==> config.mk <==
export PLATFORM = sky130hd
export DESIGN_NAME = pcm_voice_port
export DESIGN_NICKNAME = d
export VERILOG_FILES = /design/src/rtl/pcm_port_pkg.sv /design/src/rtl/pcm_activity_mon.sv /design/src/rtl/pcm_rx_deser.sv /design/src/rtl/pcm_tx_ser.sv /design/src/rtl/pcm_voice_port.sv
export SDC_FILE = /design/constraint.sdc
export NUM_CORES = 1
export LEC_CHECK = 0
export BUFFER_PORTS_ARGS = -buffer_cell sky130_fd_sc_hd__buf_2
export CAP_MARGIN = 20
export CORE_MARGIN = 4
export CORE_UTILIZATION = 34
export DETAILED_ROUTE_END_ITERATION = 10
export GPL_ROUTABILITY_DRIVEN = 0
export GPL_TIMING_DRIVEN = 0
export SLEW_MARGIN = 30
export SYNTH_ARGS = -nofsm -noshare
export SYNTH_HDL_FRONTEND = slang
export SYNTH_HIERARCHICAL = 1
export SYNTH_SLANG_ARGS = --single-unit
==> constraint.sdc <==
create_clock -name clk -period 3.92 [get_ports clk]
set_input_delay 0.784 -clock clk [delete_from_list [all_inputs] [get_ports clk]]
set_output_delay 0.784 -clock clk [all_outputs]
set_load 0.005 [all_outputs]
==> src/rtl/pcm_port_pkg.sv <==
package pcm_port_pkg;

    // Edge events decoded from the oversampled port lines
    typedef struct packed {
        logic bclk_rise;
        logic bclk_fall;
        logic xsync_rise;
        logic rsync_rise;
    } pcm_edges_t;

    // Registered copies of the port lines and their previous values
    typedef struct packed {
        logic bclk;
        logic bclk_p;
        logic xs;
        logic xs_p;
        logic rs;
        logic rs_p;
        logic da;
        logic db;
        logic par;
        logic pwr;
    } pcm_samp_t;

endpackage

==> src/rtl/pcm_activity_mon.sv <==
module pcm_activity_mon #(
    parameter int BCLK_LIM = 64,
    parameter int SYNC_LIM = 8192
) (
    input  logic clk,
    input  logic rst_n,
    input  logic bclk_edge,
    input  logic sync_rise,
    output logic psave_q_o,
    output logic psave_d_o
);
    localparam int BW = $clog2(BCLK_LIM + 1);
    localparam int SW = $clog2(SYNC_LIM + 1);

    typedef struct packed {
        logic [BW-1:0] bc;
        logic [SW-1:0] sc;
        logic          ps;
    } mon_t;

    mon_t d, q;
    logic lost;

    always_comb begin
        d = q;
        if (bclk_edge)                      d.bc = '0;
        else if (q.bc != BW'(BCLK_LIM))     d.bc = q.bc + 1'b1;
        if (sync_rise)                      d.sc = '0;
        else if (q.sc != SW'(SYNC_LIM))     d.sc = q.sc + 1'b1;
        lost = (!bclk_edge && q.bc == BW'(BCLK_LIM)) ||
               (!sync_rise && q.sc == SW'(SYNC_LIM));
        if (lost)           d.ps = 1'b1;
        else if (sync_rise) d.ps = 1'b0;
    end

    always_ff @(posedge clk or negedge rst_n) begin
        if (!rst_n) q <= '{bc: '0, sc: '0, ps: 1'b1};
        else        q <= d;
    end

    assign psave_q_o = q.ps;
    assign psave_d_o = d.ps;

    AST_AWAKE_WHILE_ACTIVE: assert property (@(posedge clk) disable iff (!rst_n)
        (q.bc < BW'(BCLK_LIM) && q.sc < SW'(SYNC_LIM) && !q.ps) |=> !q.ps);
    AST_RELEASE_ONLY_ON_SYNC: assert property (@(posedge clk) disable iff (!rst_n)
        (q.ps && !sync_rise) |=> q.ps);
endmodule

==> src/rtl/pcm_rx_deser.sv <==
module pcm_rx_deser #(
    parameter int SAMP_W = 8
) (
    input  logic              clk,
    input  logic              rst_n,
    input  logic              run,
    input  logic              par_i,
    input  logic              sync_rise,
    input  logic              bclk_fall,
    input  logic              din_a,
    input  logic              din_b,
    output logic [SAMP_W-1:0] rx1_o,
    output logic [SAMP_W-1:0] rx2_o,
    output logic              vld_o
);
    localparam int FW    = 2 * SAMP_W;
    localparam int CNT_W = $clog2(FW + 1);

    typedef struct packed {
        logic [SAMP_W-1:0] sh_a;
        logic [FW-1:0]     sh_b;
        logic [CNT_W-1:0]  cnt;
        logic              act;
        logic              par;
        logic [SAMP_W-1:0] o1;
        logic [SAMP_W-1:0] o2;
        logic              vld;
    } rx_t;

    rx_t d, q;
    logic              act_now, par_now;
    logic [CNT_W-1:0]  cnt_now;
    logic [SAMP_W-1:0] na;
    logic [FW-1:0]     nb;

    always_comb begin
        d       = q;
        d.vld   = 1'b0;
        act_now = q.act;
        cnt_now = q.cnt;
        par_now = q.par;
        na      = {q.sh_a[SAMP_W-2:0], din_a};
        nb      = {q.sh_b[FW-2:0], din_b};
        if (!run) begin
            d.act = 1'b0;
        end else begin
            if (sync_rise) begin
                act_now = 1'b1;
                cnt_now = '0;
                par_now = par_i;
            end
            d.act = act_now;
            d.cnt = cnt_now;
            d.par = par_now;
            if (bclk_fall && act_now) begin
                d.sh_a = na;
                d.sh_b = nb;
                if (cnt_now == (par_now ? CNT_W'(SAMP_W - 1) : CNT_W'(FW - 1))) begin
                    d.act = 1'b0;
                    d.vld = 1'b1;
                    if (par_now) begin
                        d.o1 = na;
                        d.o2 = nb[SAMP_W-1:0];
                    end else begin
                        d.o1 = nb[FW-1:SAMP_W];
                        d.o2 = nb[SAMP_W-1:0];
                    end
                end else begin
                    d.cnt = cnt_now + 1'b1;
                end
            end
        end
    end

    always_ff @(posedge clk or negedge rst_n) begin
        if (!rst_n) q <= '0;
        else        q <= d;
    end

    assign rx1_o = q.o1;
    assign rx2_o = q.o2;
    assign vld_o = q.vld;

    AST_STROBE_SINGLE: assert property (@(posedge clk) disable iff (!rst_n)
        q.vld |=> !q.vld);
    AST_RX_COUNT_BOUND: assert property (@(posedge clk) disable iff (!rst_n)
        q.act |-> q.cnt <= CNT_W'(FW - 1));
endmodule

==> src/rtl/pcm_tx_ser.sv <==
module pcm_tx_ser #(
    parameter int SAMP_W = 8
) (
    input  logic              clk,
    input  logic              rst_n,
    input  logic              run,
    input  logic              par_i,
    input  logic              sync_rise,
    input  logic              bclk_rise,
    input  logic [SAMP_W-1:0] samp1_i,
    input  logic [SAMP_W-1:0] samp2_i,
    output logic              dout_a_o,
    output logic              oe_a_o,
    output logic              dout_b_o,
    output logic              oe_b_o
);
    localparam int FW    = 2 * SAMP_W;
    localparam int CNT_W = $clog2(FW + 1);

    typedef struct packed {
        logic [FW-1:0]     sh_a;
        logic [SAMP_W-1:0] sh_b;
        logic [CNT_W-1:0]  cnt;
        logic              act;
        logic              par;
    } tx_t;

    tx_t d, q;
    logic [CNT_W-1:0] last;

    always_comb begin
        d    = q;
        last = q.par ? CNT_W'(SAMP_W - 1) : CNT_W'(FW - 1);
        if (!run) begin
            d.act = 1'b0;
        end else if (sync_rise) begin
            d.act = 1'b1;
            d.cnt = '0;
            d.par = par_i;
            if (par_i) begin
                d.sh_a = {samp1_i, {SAMP_W{1'b0}}};
                d.sh_b = samp2_i;
            end else begin
                d.sh_a = {samp1_i, samp2_i};
                d.sh_b = '0;
            end
        end else if (bclk_rise && q.act) begin
            if (q.cnt == last) begin
                d.act = 1'b0;
            end else begin
                d.cnt  = q.cnt + 1'b1;
                d.sh_a = {q.sh_a[FW-2:0], 1'b0};
                d.sh_b = {q.sh_b[SAMP_W-2:0], 1'b0};
            end
        end
    end

    always_ff @(posedge clk or negedge rst_n) begin
        if (!rst_n) q <= '0;
        else        q <= d;
    end

    assign oe_a_o   = q.act;
    assign oe_b_o   = q.act & q.par;
    assign dout_a_o = q.act & q.sh_a[FW-1];
    assign dout_b_o = q.act & q.par & q.sh_b[SAMP_W-1];

    AST_SLOT_OPENS_AT_SYNC: assert property (@(posedge clk) disable iff (!rst_n)
        $rose(q.act) |-> $past(sync_rise));
    AST_TX_COUNT_BOUND: assert property (@(posedge clk) disable iff (!rst_n)
        q.act |-> q.cnt <= last);
endmodule

==> src/rtl/pcm_voice_port.sv <==
module pcm_voice_port #(
    parameter int SAMP_W   = 8,
    parameter int BCLK_LIM = 64,
    parameter int SYNC_LIM = 8192
) (
    input  logic              clk,
    input  logic              rst_n,
    input  logic              bclk_i,
    input  logic              xsync_i,
    input  logic              rsync_i,
    input  logic              din_a_i,
    input  logic              din_b_i,
    input  logic              par_mode_i,
    input  logic              pwr_en_i,
    input  logic [SAMP_W-1:0] tx_ch1_i,
    input  logic [SAMP_W-1:0] tx_ch2_i,
    output logic              dout_a_o,
    output logic              dout_a_oe_o,
    output logic              dout_b_o,
    output logic              dout_b_oe_o,
    output logic [SAMP_W-1:0] rx_ch1_o,
    output logic [SAMP_W-1:0] rx_ch2_o,
    output logic              rx_valid_o,
    output logic              psave_o
);
    import pcm_port_pkg::*;

    pcm_samp_t  s_d, s_q;
    pcm_edges_t ev;
    logic       psave_nxt, run;

    always_comb begin
        s_d        = s_q;
        s_d.bclk   = bclk_i;
        s_d.bclk_p = s_q.bclk;
        s_d.xs     = xsync_i;
        s_d.xs_p   = s_q.xs;
        s_d.rs     = rsync_i;
        s_d.rs_p   = s_q.rs;
        s_d.da     = din_a_i;
        s_d.db     = din_b_i;
        s_d.par    = par_mode_i;
        s_d.pwr    = pwr_en_i;
    end

    always_ff @(posedge clk or negedge rst_n) begin
        if (!rst_n) s_q <= '0;
        else        s_q <= s_d;
    end

    assign ev.bclk_rise  =  s_q.bclk & ~s_q.bclk_p;
    assign ev.bclk_fall  = ~s_q.bclk &  s_q.bclk_p;
    assign ev.xsync_rise =  s_q.xs   & ~s_q.xs_p;
    assign ev.rsync_rise =  s_q.rs   & ~s_q.rs_p;
    assign run           =  s_q.pwr  & ~psave_nxt;

    pcm_activity_mon #(.BCLK_LIM(BCLK_LIM), .SYNC_LIM(SYNC_LIM)) u_mon (
        .clk       (clk),
        .rst_n     (rst_n),
        .bclk_edge (ev.bclk_rise | ev.bclk_fall),
        .sync_rise (ev.xsync_rise),
        .psave_q_o (psave_o),
        .psave_d_o (psave_nxt)
    );

    pcm_tx_ser #(.SAMP_W(SAMP_W)) u_tx (
        .clk       (clk),
        .rst_n     (rst_n),
        .run       (run),
        .par_i     (s_q.par),
        .sync_rise (ev.xsync_rise),
        .bclk_rise (ev.bclk_rise),
        .samp1_i   (tx_ch1_i),
        .samp2_i   (tx_ch2_i),
        .dout_a_o  (dout_a_o),
        .oe_a_o    (dout_a_oe_o),
        .dout_b_o  (dout_b_o),
        .oe_b_o    (dout_b_oe_o)
    );

    pcm_rx_deser #(.SAMP_W(SAMP_W)) u_rx (
        .clk       (clk),
        .rst_n     (rst_n),
        .run       (run),
        .par_i     (s_q.par),
        .sync_rise (ev.rsync_rise),
        .bclk_fall (ev.bclk_fall),
        .din_a     (s_q.da),
        .din_b     (s_q.db),
        .rx1_o     (rx_ch1_o),
        .rx2_o     (rx_ch2_o),
        .vld_o     (rx_valid_o)
    );

    AST_POWER_DOWN_QUIET: assert property (@(posedge clk) disable iff (!rst_n)
        !s_q.pwr |=> (!dout_a_oe_o && !dout_b_oe_o && !rx_valid_o));
    AST_SAVE_QUIET: assert property (@(posedge clk) disable iff (!rst_n)
        psave_o |-> (!dout_a_oe_o && !dout_b_oe_o));
endmodule

==> results.md <==
- Status: completed
- Initial DRC Count: 263
- Post-synth top cells: 108 x dfrtp_1, 43 x mux2_2, 34 x nand3_1
- Max cap viols: 0
- Global route overflow: 0
- Number of global-route vias before repair: 3647
- Initial antenna violation count: 0
- Die height: 132.4 µm
- RSZ-0062 raised after global routing: no
- Die area: 17540 µm²
- Share of layout cells above drive strength 1: 30.95%
- Post-synthesis register bit count: 109
- Mapped Avg Cell Area: 11.60 µm²
- Root Buffer Master: clkbuf_16
- Worst Path Required: 4210 ps
- Top FF cell, synth: dfrtp_1
- H-Tree Level Count: 3
- Cell area after synthesis: 5265 µm²
- First drt pass iteration count: 4
- Logic gate share of total power: 14.1%
- Clock Skew: 7.446 ps
- Relative slew slack: 56.90%
- First-pass GRT wire length: 17390 µm
- CTS resizes: 0
- Die width: 132.4 µm
- Yosys warnings: 6
- Via Count: 3483
- Clk Latency, worst-skew pair: 350 ps
- Async SR Flop Fraction: 100.0%
- Internal: 2165 µW
- Critical Setup Path Class: flip-flop to flip-flop
- Fmax: 323.8 MHz
- Main area contributors after synthesis: dfrtp_1 51%, mux2_2 9.2%, nand3_1 3.2%
- Hpwl dp: 6954 µm
- Flop pwr share: 48.0%
- Ant diodes: 0
- Crit share post-route: 78.78%
- Starting Density: 34.63%
- R2R setup slack: 830 ps
- Nets@finish: 545
- Largest net degree at the start of global routing: 62
- Number of buffers added on ports: 46
- Worst hold path class: input port to async pin
- Number of flops mapped to enable cells by yosys: 0
- Syn Inst Count: 454
- Via density: 4.940
- GR Util All Layers: 11.95%
- Area share of the largest cell type after synthesis: 51.33%
- Post-synthesis cell type count: 56
- Core area: 15200 µm²
- Setup Fix Bufs, Post-CTS: 0
- Slew Viols, Final: 0
- Max Root-Sink Buffers: 2
- Crit path arrival time: 3380 ps
- Clock sink count: 109
- Rows: 45
- Seq/Total Area, Yosys: 51.83%
- DR DRC count: 0
- Post-DP Area: 5768 µm²
- Psw: 739.6 µW
- Io pins: 47
- WL per Instance: 14.33 µm
- CP endpoint kind: flip-flop
- Most frequent cell after synthesis: dfrtp_1
- Cts bufs inserted: 9
- Final ANT Viol Nets: 0
- Tmin final: 3088 ps
- Cell area after layout: 6132 µm²
- Critical Path Start Type: flip-flop
- Crit path max fanout: 10
- Final hold violations: 0
- Switching portion of total power: 25.47%
- Clk pin slew, worst setup/hold paths: 70 ps
- Routed WL: 10100 µm
- Static leakage: 0.002899 µW
- Pwr/cell area: 473.6 nW/µm²
- Worst VDD drop: 0.3651 mV
- Final setup vio count: 0
- Clk pwr share: 37.9%
- Core Util, Final: 40.34%
- Mapped Nets: 487
- Final TNS setup: 0 ps
- P&R area growth vs syn: 16.47%
- Hold buffers post-CTS: 0
- Cell accounting for the most synthesized area: dfrtp_1
- CTS tree: built
- Least-Margin Pin Slew: 646.5 ps
==> layer usage <==
layer,GRT usage [%],vias up,routed length (µm)
met5,0,-,0
met4,3.753,0,131
met3,3.422,14,347
met2,19.48,53,4840
met1,15.42,1713,4784
li1,-,1703,-
==> path summary, 6_finish.rpt <==
path                                  startpoint                   endpoint  cells past startpoint
worst max-delay path            s_q[6]$_DFF_PN0_      u_tx/q[5]$_DFFE_PN0P_                     10
worst min-delay path                       rst_n     u_rx/na[1]$_DFFE_PN0N_                      1
max in group asynchronous                  rst_n  u_mon/psave_q_o$_DFF_PN1_                      2
min in group clk                s_d[6]$_DFF_PN0_           s_q[6]$_DFF_PN0_                      0
worst max register to register  s_q[6]$_DFF_PN0_      u_tx/q[5]$_DFFE_PN0P_                     10
worst min register to register  s_d[6]$_DFF_PN0_           s_q[6]$_DFF_PN0_                      0
==> power by group through the flow <==
| stage | sequential (µW) | combinational (µW) | clock (µW) |
|---|---|---|---|
| after global routing | 1420 | 465 | 1180 |
| after floorplan | 1380 | 311 | 0 |
| after CTS | 1390 | 418 | 1140 |
| after global placement | 1410 | 392 | 0 |
| final | 1390 | 410 | 1100 |
| after detailed placement | 1410 | 416 | 0 |
==> cells by family (layout without fill, tap and decap cells) <==
family / count (synthesis) / count (layout) / synth area share, %
AO/OA/AOI/OAI: 79 / 79 / 9.126
XOR/XNOR: 11 / 11 / 1.972
adder cells (fa/ha/maj): 8 / 8 / 1.901
buffers and inverters: 52 / 115 / 5.561
flip-flops: 109 / 109 / 51.83
multiplexers: 65 / 65 / 14.33
AND/OR/NAND/NOR: 130 / 130 / 15.28
==> metrics by stage <==
step                      setup WS [ps]  cells  hold slack [ps]  power [µW]
final                             831.7    705            328.4        2904
after global routing              508.2    705            342.7        3063
after CTS                         789.2    705            332.5        2949
after detailed placement          827.6    689            383.7        1830
after global placement            766.0    688            368.8        1797
after floorplan                    1236    454            354.4        1689
==> state kept, by name (all words and copies together), names as in the netlist, 3 cells and up <==
register    flops
u_mon/q        21
s_d             3
u_rx/q          7
s_q             7
u_rx/nb        15
u_rx/na         7
u_rx/rx1_o      8
u_tx/q         30
u_rx/rx2_o      8
==> cell usage in the layout (no fill, tap or decap), types with 6 or more instances in the layout <==
| cell type | instances |
|---|---|
| mux2_2 | 43 |
| nand3_1 | 34 |
| nand2b_1 | 8 |
| nor2b_1 | 24 |
| nand2_1 | 16 |
| ha_1 | 8 |
| buf_2 | 51 |
| xnor2_1 | 6 |
| o21ai_0 | 28 |
| a21oi_1 | 23 |
| mux2_4 | 9 |
| inv_1 | 17 |
| o22ai_1 | 6 |
| buf_4 | 18 |
| clkbuf_16 | 9 |
| dfrtp_1 | 108 |
| mux2i_1 | 11 |
| nor2_1 | 10 |
| clkbuf_1 | 6 |
==> worst max-delay path, cell delays in order, from the launching register on <==
cell and delay [ps]:
dfrtp_1 400, nor2b_4 240, clkbuf_1 330, clkbuf_1 450, o21ai_2 160, nor2b_4 220
buf_2 220, and3_1 260, o31ai_4 160, or4_1 490, nand3_1 90
==> area by class of cell <==
| cell class | instances | area, µm² |
|---|---|---|
| buffer | 35 | 229.0 |
| clock buffer | 10 | 229.0 |
| clock inverter | 6 | 135.1 |
| fill | 1482 | 9070 |
| inverter | 17 | 63.81 |
| multi-input combinational | 293 | 2243 |
| sequential | 109 | 2729 |
| tap | 188 | 235.2 |
| timing repair buffer | 47 | 267.8 |
Note: power is estimated with default switching activity, not from simulation.
